## src/rtl/sync_tx_pkg.sv

```systemverilog
// Package: shared types of the synchronous serial transmitter.
// Assumes nothing beyond IEEE 1800-2017.
package sync_tx_pkg;

    // Shifter phases: idle, shifting bits, waiting for the final rising edge.
    typedef enum logic [1:0] {
        ST_IDLE  = 2'd0,
        ST_SHIFT = 2'd1,
        ST_DRAIN = 2'd2
    } sh_state_e;

endpackage

```

## src/rtl/sync_tx_clkgen.sv

```systemverilog
// Module: internal serial clock generator.
// While run_i is 1 it toggles sclk_o every div_i+1 system clocks, starting
// from high, and flags the system cycle whose edge makes each transition.
// While run_i is 0 the clock rests high and the divider counter is cleared.
// Assumes div_i is held stable while run_i is 1.
module sync_tx_clkgen #(
    parameter int DIV_W = 4
) (
    input  logic             clk,
    input  logic             rst_n,
    input  logic             run_i,
    input  logic [DIV_W-1:0] div_i,
    output logic             sclk_o,
    output logic             fall_tk_o,
    output logic             rise_tk_o
);

    logic [DIV_W-1:0] cnt_q;
    logic             sclk_q;
    logic             hit;

    // Divider terminal count reached while running.
    assign hit       = run_i && (cnt_q == div_i);
    assign fall_tk_o = hit && sclk_q;
    assign rise_tk_o = hit && !sclk_q;
    assign sclk_o    = sclk_q;

    // Divider counter and clock level.
    always_ff @(posedge clk) begin
        if (!rst_n) begin
            cnt_q  <= '0;
            sclk_q <= 1'b1;
        end else if (!run_i) begin
            cnt_q  <= '0;
            sclk_q <= 1'b1;
        end else if (hit) begin
            cnt_q  <= '0;
            sclk_q <= !sclk_q;
        end else begin
            cnt_q  <= cnt_q + DIV_W'(1);
        end
    end

endmodule

```

## src/rtl/sync_tx_edge.sv

```systemverilog
// Module: external serial clock synchroniser and edge detector.
// Brings ext_i through STAGES flops and flags falling and rising edges of
// the synchronised level while run_i is 1. The chain runs at all times, so
// an edge is seen with the same latency whenever detection starts.
// Assumes ext_i is slow against clk (each level lasts several clk cycles).
module sync_tx_edge #(
    parameter int STAGES = 2
) (
    input  logic clk,
    input  logic rst_n,
    input  logic run_i,
    input  logic ext_i,
    output logic fall_tk_o,
    output logic rise_tk_o
);

    logic [STAGES-1:0] sync_q;
    logic [STAGES-1:0] sync_d;
    logic              prev_q;
    logic              lvl;

    // Next value of the synchroniser chain; the shape depends on its depth.
    generate
        if (STAGES == 1) begin : g_one
            assign sync_d = ext_i;
        end else begin : g_many
            assign sync_d = {sync_q[STAGES-2:0], ext_i};
        end
    endgenerate

    assign lvl       = sync_q[STAGES-1];
    assign fall_tk_o = run_i && prev_q && !lvl;
    assign rise_tk_o = run_i && !prev_q && lvl;

    // Synchroniser chain and last-seen level, resting high.
    always_ff @(posedge clk) begin
        if (!rst_n) begin
            sync_q <= '1;
            prev_q <= 1'b1;
        end else begin
            sync_q <= sync_d;
            prev_q <= lvl;
        end
    end

endmodule

```

## src/rtl/sync_tx_shifter.sv

```systemverilog
// Module: holding register, shift register, flags and frame sequencing.
// Consumes one-cycle falling and rising serial-edge pulses. A falling pulse
// puts the next bit on the data pin. After the last bit it either chains
// the pending byte or enters a drain phase that closes on the next rising
// pulse. A host write has priority over flag updates made in the same cycle.
// Assumes DATA_W >= 2.
module sync_tx_shifter
    import sync_tx_pkg::*;
#(
    parameter int DATA_W = 8
) (
    input  logic              clk,
    input  logic              rst_n,
    input  logic              tx_en_i,
    input  logic              wr_en_i,
    input  logic [DATA_W-1:0] wr_data_i,
    input  logic              fall_tk_i,
    input  logic              rise_tk_i,
    output logic              flag_empty_o,
    output logic              flag_end_o,
    output logic              txd_o,
    output logic              busy_o
);

    localparam int CNT_W = $clog2(DATA_W);
    localparam logic [CNT_W-1:0] LAST_BIT = CNT_W'(DATA_W - 1);

    sh_state_e         state_q;
    logic [DATA_W-1:0] hold_q;
    logic [DATA_W-1:0] sh_q;
    logic [CNT_W-1:0]  cnt_q;
    logic              empty_q;
    logic              end_q;
    logic              txd_q;

    logic load_idle;
    logic last_fall;
    logic chain;
    logic finish;

    // Frame decisions taken in this cycle.
    assign load_idle = tx_en_i && (state_q == ST_IDLE) && !empty_q;
    assign last_fall = tx_en_i && (state_q == ST_SHIFT) && fall_tk_i
                       && (cnt_q == LAST_BIT);
    assign chain     = last_fall && !empty_q;
    assign finish    = last_fall && empty_q;

    assign flag_empty_o = empty_q;
    assign flag_end_o   = end_q;
    assign txd_o        = txd_q;
    assign busy_o       = (state_q != ST_IDLE);

    // Holding register written by the host.
    always_ff @(posedge clk) begin
        if (!rst_n) begin
            hold_q <= '0;
        end else if (wr_en_i) begin
            hold_q <= wr_data_i;
        end
    end

    // Holding-empty flag: a write clears it, a load sets it.
    always_ff @(posedge clk) begin
        if (!rst_n) begin
            empty_q <= 1'b1;
        end else if (wr_en_i) begin
            empty_q <= 1'b0;
        end else if (load_idle || chain) begin
            empty_q <= 1'b1;
        end
    end

    // Transmit-end flag: a write clears it, an unchained last bit sets it.
    always_ff @(posedge clk) begin
        if (!rst_n) begin
            end_q <= 1'b1;
        end else if (wr_en_i) begin
            end_q <= 1'b0;
        end else if (finish) begin
            end_q <= 1'b1;
        end
    end

    // Frame sequencing, shift register and data pin.
    always_ff @(posedge clk) begin
        if (!rst_n) begin
            state_q <= ST_IDLE;
            sh_q    <= '0;
            cnt_q   <= '0;
            txd_q   <= 1'b1;
        end else if (!tx_en_i) begin
            state_q <= ST_IDLE;
        end else begin
            case (state_q)
                ST_IDLE: begin
                    if (load_idle) begin
                        sh_q    <= hold_q;
                        cnt_q   <= '0;
                        state_q <= ST_SHIFT;
                    end
                end
                ST_SHIFT: begin
                    if (fall_tk_i) begin
                        txd_q <= sh_q[0];
                        if (cnt_q == LAST_BIT) begin
                            cnt_q <= '0;
                            if (chain) begin
                                sh_q <= hold_q;
                            end else begin
                                state_q <= ST_DRAIN;
                            end
                        end else begin
                            sh_q  <= sh_q >> 1;
                            cnt_q <= cnt_q + CNT_W'(1);
                        end
                    end
                end
                ST_DRAIN: begin
                    if (rise_tk_i) begin
                        state_q <= ST_IDLE;
                    end
                end
                default: state_q <= ST_IDLE;
            endcase
        end
    end

endmodule

```

## src/rtl/sync_tx_top.sv

```systemverilog
// Module: top of the clocked synchronous serial transmitter.
// Picks the serial edge source (internal divider or synchronised external
// clock), feeds the edges to the shifter and forms the level interrupt
// requests. Assumes clk_out_mode and div_sel are changed only while idle.
module sync_tx_top #(
    parameter int DATA_W      = 8,
    parameter int DIV_W       = 4,
    parameter int SYNC_STAGES = 2
) (
    input  logic              clk,
    input  logic              rst_n,
    input  logic              tx_en,
    input  logic              clk_out_mode,
    input  logic [DIV_W-1:0]  div_sel,
    input  logic              sclk_i,
    input  logic              wr_en,
    input  logic [DATA_W-1:0] wr_data,
    input  logic              ie_empty,
    input  logic              ie_end,
    output logic              flag_empty,
    output logic              flag_end,
    output logic              irq_empty,
    output logic              irq_end,
    output logic              sclk_o,
    output logic              txd_o
);

    logic busy;
    logic run_int;
    logic run_ext;
    logic int_fall;
    logic int_rise;
    logic ext_fall;
    logic ext_rise;
    logic fall_tk;
    logic rise_tk;

    // Edge sources run only while a frame is in progress.
    assign run_int = tx_en && busy && clk_out_mode;
    assign run_ext = tx_en && busy && !clk_out_mode;

    sync_tx_clkgen #(
        .DIV_W (DIV_W)
    ) u_clkgen (
        .clk       (clk),
        .rst_n     (rst_n),
        .run_i     (run_int),
        .div_i     (div_sel),
        .sclk_o    (sclk_o),
        .fall_tk_o (int_fall),
        .rise_tk_o (int_rise)
    );

    sync_tx_edge #(
        .STAGES (SYNC_STAGES)
    ) u_edge (
        .clk       (clk),
        .rst_n     (rst_n),
        .run_i     (run_ext),
        .ext_i     (sclk_i),
        .fall_tk_o (ext_fall),
        .rise_tk_o (ext_rise)
    );

    // Serial edge selection by clock mode.
    assign fall_tk = clk_out_mode ? int_fall : ext_fall;
    assign rise_tk = clk_out_mode ? int_rise : ext_rise;

    sync_tx_shifter #(
        .DATA_W (DATA_W)
    ) u_shift (
        .clk          (clk),
        .rst_n        (rst_n),
        .tx_en_i      (tx_en),
        .wr_en_i      (wr_en),
        .wr_data_i    (wr_data),
        .fall_tk_i    (fall_tk),
        .rise_tk_i    (rise_tk),
        .flag_empty_o (flag_empty),
        .flag_end_o   (flag_end),
        .txd_o        (txd_o),
        .busy_o       (busy)
    );

    // Level interrupt requests.
    assign irq_empty = flag_empty && ie_empty;
    assign irq_end   = flag_end && ie_end;

endmodule

```

## config.mk

```make
export PLATFORM = sky130hd
export DESIGN_NAME = sync_tx_top
export DESIGN_NICKNAME = d
export VERILOG_FILES = /design/src/rtl/sync_tx_pkg.sv /design/src/rtl/sync_tx_clkgen.sv /design/src/rtl/sync_tx_edge.sv /design/src/rtl/sync_tx_shifter.sv /design/src/rtl/sync_tx_top.sv
export SDC_FILE = /design/constraint.sdc
export NUM_CORES = 1
export LEC_CHECK = 0
export BUFFER_PORTS_ARGS = -buffer_cell sky130_fd_sc_hd__buf_2
export CAP_MARGIN = 40
export CORE_MARGIN = 4
export CORE_UTILIZATION = 55
export DETAILED_ROUTE_END_ITERATION = 10
export MAX_ROUTING_LAYER = met4
export PLACE_DENSITY = 0.74
export SETUP_SLACK_MARGIN = 0.5
export SLEW_MARGIN = 15
export SYNTH_ARGS = -nofsm -noshare
export SYNTH_HDL_FRONTEND = slang
export SYNTH_SLANG_ARGS = --single-unit
```

## constraint.sdc

```tcl
create_clock -name clk -period 2.4 [get_ports clk]
set_input_delay 0.12 -clock clk [delete_from_list [all_inputs] [get_ports clk]]
set_output_delay 0.12 -clock clk [all_outputs]
set_load 0.01 [all_outputs]
```

Word level (Yosys, flattened, before mapping)
Cells that the tools add are included.
{"block": "totals", "reg_bits": 32, "input_bits": 20, "output_inout_bits": 6, "wordCells": 83}
{"block": "op_classes", "add_sub_neg": 2, "eq_ne": 10, "mux": 21, "bitwise": 2, "n_reduce_logical": 37}
{"cell": "two-way mux 8 bit", "n": 4}
{"cell": "logical AND 1 bit", "n": 19}
{"cell": "one-hot mux 8 bit (2 select lines)", "n": 1}
{"cell": "two-way mux 2 bit", "n": 5}
{"cell": "AND reduction 5 bit", "n": 2}
{"cell": "two-way mux 3 bit", "n": 3}
{"cell": "nonzero test 2 bit", "n": 4}
{"cell": "two-way mux 1 bit", "n": 6}
{"cell": "inequality test 2 bit, second input constant", "n": 3}
{"cell": "one-hot mux 2 bit (3 select lines)", "n": 1}
{"cell": "one-hot mux 3 bit (2 select lines)", "n": 1}
{"cell": "logical NOT 1 bit", "n": 5}
{"cell": "adder 4 x 1 -> 4 bit, second input constant", "n": 1}
{"cell": "== test 4 bit", "n": 1}
{"cell": "inequality test 2 x 1 -> 1 bit, second input constant", "n": 2}
{"cell": "AND reduction 2 bit", "n": 2}
{"cell": "AND reduction 4 bit", "n": 1}
{"cell": "adder 3 x 1 -> 3 bit, second input constant", "n": 1}
{"cell": "== test 3 bit, second input constant", "n": 1}
{"cell": "inequality test 3 x 2 -> 1 bit, second input constant", "n": 1}
{"cell": "AND reduction 3 bit", "n": 1}
{"cell": "OR reduction 3 bit", "n": 1}
{"cell": "== test 2 x 1 -> 1 bit, second input constant", "n": 1}
{"cell": "== test 2 bit, second input constant", "n": 1}
{"cell": "other kinds (3)", "n": 4}

Logic depth before layout (Yosys ltp)
{"block": "logic_depth", "word_depth": 13, "depth_mapped": 6, "depth_no_buf": 6}

Hierarchy
From an unflattened synthesis, not the netlist that was laid out.
{"block": "hier_totals", "cells_unflattened": 151, "area_unflattened_um2": 1561.5}
{"mod": "sync_tx_shifter", "n_inst": 1, "cells_per_inst": 113, "area_per_inst_um2": 1154.9}
{"mod": "sync_tx_clkgen", "n_inst": 1, "cells_per_inst": 24, "area_per_inst_um2": 252.7}
{"mod": "sync_tx_edge", "n_inst": 1, "cells_per_inst": 8, "area_per_inst_um2": 96.3}
{"mod": "sync_tx_top", "n_inst": 1, "cells_per_inst": 6, "area_per_inst_um2": 57.6}

Least setup slack after synthesis
Ideal clock, no wire load.
{"block": "synth_path", "path_kind": "reg-to-reg", "from": "register u_shift.cnt_q[0]", "to": "register u_shift.sh_q[0]", "setup_ps": 130, "arrival_ps": 1698, "required_ps": 2270, "path_slack_ps": 572, "path_stages_with_launch": 7, "path_cell_list": "dfxtp_1 ha_1 ha_1 nand2b_1 a2111oi_2 a21oi_4 mux2i_1"}
{"block": "synth_via", "elab_chain_cells": 5, "elab_cells_between_ends": 8}
{"item": "start: declaration", "line": "sync_tx_shifter.sv:31", "text": "logic [CNT_W-1:0] cnt_q;"}
{"item": "start signal: assignment", "line": "sync_tx_shifter.sv:114", "text": "cnt_q <= cnt_q + CNT_W'(1);"}
{"item": "== test 3 bit *", "line": "sync_tx_shifter.sv:44, sync_tx_shifter.sv:105"}
{"item": "logical AND 1 bit", "line": "sync_tx_shifter.sv:44", "text": "&& (cnt_q == LAST_BIT);"}
{"item": "logical AND 1 bit", "line": "sync_tx_shifter.sv:45", "text": "assign chain = last_fall && !empty_q;"}
{"item": "inequality test 3 x 2 -> 1 bit (no source line)"}
{"item": "AND reduction 5 bit (no source line)"}
{"item": "end signal: assignment", "line": "sync_tx_shifter.sv:97", "text": "sh_q <= hold_q;"}
{"item": "end signal: assignment", "line": "sync_tx_shifter.sv:108", "text": "sh_q <= hold_q;"}
{"item": "end signal: assignment", "line": "sync_tx_shifter.sv:113", "text": "sh_q <= sh_q >> 1;"}
{"item": "end: declaration", "line": "sync_tx_shifter.sv:30", "text": "logic [DATA_W-1:0] sh_q;"}
Mark *: on every way between the ends. The rest lies on a longest branch, timed or not. The select of a mux whose other input is x is not followed.
A chain may end at the register's enable or synchronous reset.

Worst setup path in the final report
{"block": "layout_path", "from": "register u_shift.cnt_q[0]", "to": "register u_shift.sh_q[1]"}
Same word-level chain as after synthesis.

==> results.py <==
metrics = {
    "run_status": {
        "status": "completed",
    },
    "drt": {
        "first_iter_violations": 39,
        "wire_per_inst_um": 13.4,
        "vias_per_cell": 5.51,
        "num_vias": 1206,
        "ant_nets": 0,
        "firstDrtPassIters": 4,
        "drc_errors": 0,
        "wirelength_um": 2930,
    },
    "synthesis": {
        "synthXorXnorAreaFrac_pct": 3.90,
        "yosys.area_share.adder_pct": 2.39,
        "synth_top_family_by_area": "simple AND/OR/NAND/NOR gates",
        "ys_warn_count": 0,
        "ys_types": 40,
        "avgSynthCellArea_um2": 10.0,
        "synth_edf_count": 0,
        "synth-compound-area-share_pct": 10.1,
        "async_flop_share_pct": 0,
        "yosys.area_share.simple_pct": 22.8,
        "synthesis.instances": 157,
        "netlist_area_um2": 1570,
        "synth_ff_type": "dfxtp_1",
        "ys_ff_latch": 32,
        "muxShareOfSynthArea_pct": 17.1,
        "ys_seq_area_share_pct": 40.7,
        "syn-num-nets": 180,
    },
    "global_routing": {
        "globalRouteTotalUtil_pct": 19.0,
        "grt_pass1_vias": 1131,
        "grt_overflow": 0,
        "grt_pass1_wl_um": 4950,
        "grt_start_max_net_pins": 42,
        "antenna_found_initial": 0,
    },
    "pwr": {
        "max-vdd-ir-drop_mv": 0.466,
        "finalPower_uw": 997,
        "power_density_nw_per_um2": 545,
        "p_leak_uw": 0.000798,
    },
    "final_layout": {
        "final_common_cell": "dfxtp_1",
        "areaGrowthSynthToFinish_pct": 16.3,
        "final_cell_mix": "dfxtp_1 (32), buf_2 (25), nand2_1 (21)",
        "multi_input_comb_area_um2": 908,
        "final_cell_area_um2": 1830,
        "final_cells": 219,
        "fillers": 236,
        "diodes": 0,
        "register_area_um2": 641,
        "drive_gt1_share_pct": 27.7,
        "nNetsFinal": 210,
    },
    "worst_setup_path": {
        "cp-startpoint": "u_shift.cnt_q[0]$_SDFFE_PN0P_",
        "worstPathMaxFanout": 8,
        "critPathRequiredTime_ns": 2.61,
        "r2r_start": "u_shift.cnt_q[0]$_SDFFE_PN0P_",
        "crit_path_max_incr_delay_ns": 0.41,
        "cp-start-kind": "register",
        "arrival_ns": 2.00,
        "slowest_stage": "a2111oi_4",
        "cp-end-kind": "register",
        "crit_type": "reg2reg",
        "worstPathCellList": "ha_1 > ha_2 > nand2b_4 > a2111oi_4 > a21oi_4 > mux2i_1",
    },
    "timing": {
        "setup_viol_count_final": 0,
        "hold_violations": 0,
        "finalCritPeriodShare_pct": 74.5,
        "fin_skew_ns": 0.0108,
        "rsz0062_at_grt": "no",
        "worst_slew_pin_slew_ns": 0.651,
        "fmax_mhz": 559,
        "finalCriticalPeriod_ns": 1.79,
        "finalSetupTns_ns": 0,
        "drv_slew": 0,
        "slew_headroom_pct": 56.6,
    },
    "clock_tree": {
        "htreeDepth": 2,
        "cts_tree": "built",
        "cts.clk_slew.worst_paths_ns": 0.10,
        "cts_buffer_depth": 2,
        "clock_latency_ns": 0.34,
        "root_buffer": "clkbuf_4",
        "clock_sinks": 32,
        "numCtsBuffers": 5,
    },
    "floorplan": {
        "ios": 26,
        "std_cell_rows": 19,
        "die_height_um": 61.5,
        "die_area_um2": 3780,
        "chipWidth_um": 61.5,
        "core_um2": 2730,
        "start_util_pct": 57.5,
    },
    "hold_path": {
        "hold_path_startpoint": "wr_data[7]",
        "hold_class": "in2reg",
    },
    "place": {
        "dp_hpwl_um": 2050,
        "place.gp.congestion": 0.918,
        "placedCellCount": 207,
        "port_buffers": 25,
        "placed_area_um2": 1710,
    },
    "flow_run": {
        "maxCapViolCount": 0,
    },
}
through the flow:
step,hold WS (ns),setup WS (ns),utilization (%)
after floorplan,0.221,0.572,-
after global routing,0.0503,0.532,66.9
after global placement,0.299,0.510,62.7
after detailed placement,0.307,0.405,62.7
after CTS,0.0212,0.528,66.5
final,0.0366,0.612,66.9
flip-flops by register name, indices dropped and copies added, names as in the netlist:
name,flops
u_shift.hold_q,8
u_shift.sh_q,8
u_clkgen.cnt_q,4
u_shift.cnt_q,3
u_edge.sync_q,2
u_shift.state_q,2
u_clkgen.sclk_o,1
u_edge.prev_q,1
u_shift.flag_empty_o,1
u_shift.flag_end_o,1
u_shift.txd_o,1
cell usage after synthesis (2+ instances only):
library cell,n,share of area (%)
clkbuf_1,4,0.95
xor2_1,5,2.8
nand2_1,21,5.0
dfxtp_1,32,41
xnor2_1,2,1.1
nor2_1,4,0.95
and2_1,3,1.2
a21oi_1,2,0.64
nand3_1,4,1.3
nand2b_1,7,2.8
inv_1,6,1.4
ha_1,3,2.4
mux2i_1,19,12
o211ai_1,2,0.95
nor2b_1,10,4.0
nand3b_1,3,1.4
mux2_2,7,5.0
path summary, 6_finish.rpt:
kind	end	slack, ns	cells after the start
worst min register to register	u_edge.sync_q[1]$_SDFF_PN1_	0.42	1
worst max register to register	u_shift.sh_q[1]$_SDFFE_PN0P_	0.61	6
worst min-delay path	u_shift.hold_q[7]$_SDFFE_PN0P_	0.04	3
worst max-delay path	u_shift.sh_q[1]$_SDFFE_PN0P_	0.61	6
metal layers:
metal	track usage [%]	part of all wire [%]	routed length, um
met4	11.8	3.3	97
met1	21.8	45	1310
met5	-	0	0
met2	27.0	46	1360
met3	7.97	5.6	163
worst max-delay path: cells and delay by family, from the launching register on:
family	cells	cell delay [ns]
mux	1	0.16
fa+ha+maj	2	0.41
compound gates	2	0.59
flops	1	0.34
simple gates	1	0.17
layout make-up:
cell class | count | share of cell area [%]
inverter | 6 | 1.23
timing repair buffer | 29 | 8.62
multi-input combinational | 113 | 49.7
clock inverter | 2 | 0.547
tap | 31 | 2.12
sequential | 32 | 35.0
clock buffer | 6 | 2.80
cell families after synthesis:
| group | Yosys count |
|---|---|
| and+or+nand+nor | 61 |
| AOI/OAI and AO/OA | 16 |
| DFF | 32 |
| muxes | 26 |
| buffers and inverters | 12 |
| xor gates and xnor gates | 7 |
| adders and majority gates | 3 |
power by group:
part,switching (uW),internal (uW)
Combinational,54.9,56.9
Sequential,12.3,547
Clock,187,139
Total,254,743
timing repair:
| action | 4_1_cts | 5_1_grt |
|---|---|---|
| hold buffers | 1 | 0 |
| endpoints found under the hold margin | 1 | 0 |
| pin swaps | 2 | 2 |
| endpoints found under the setup margin | 8 | 8 |
| setup buffers | 3 | 0 |
| gates resized for setup | 1 | 3 |
Power figures use the tool's default switching activity.
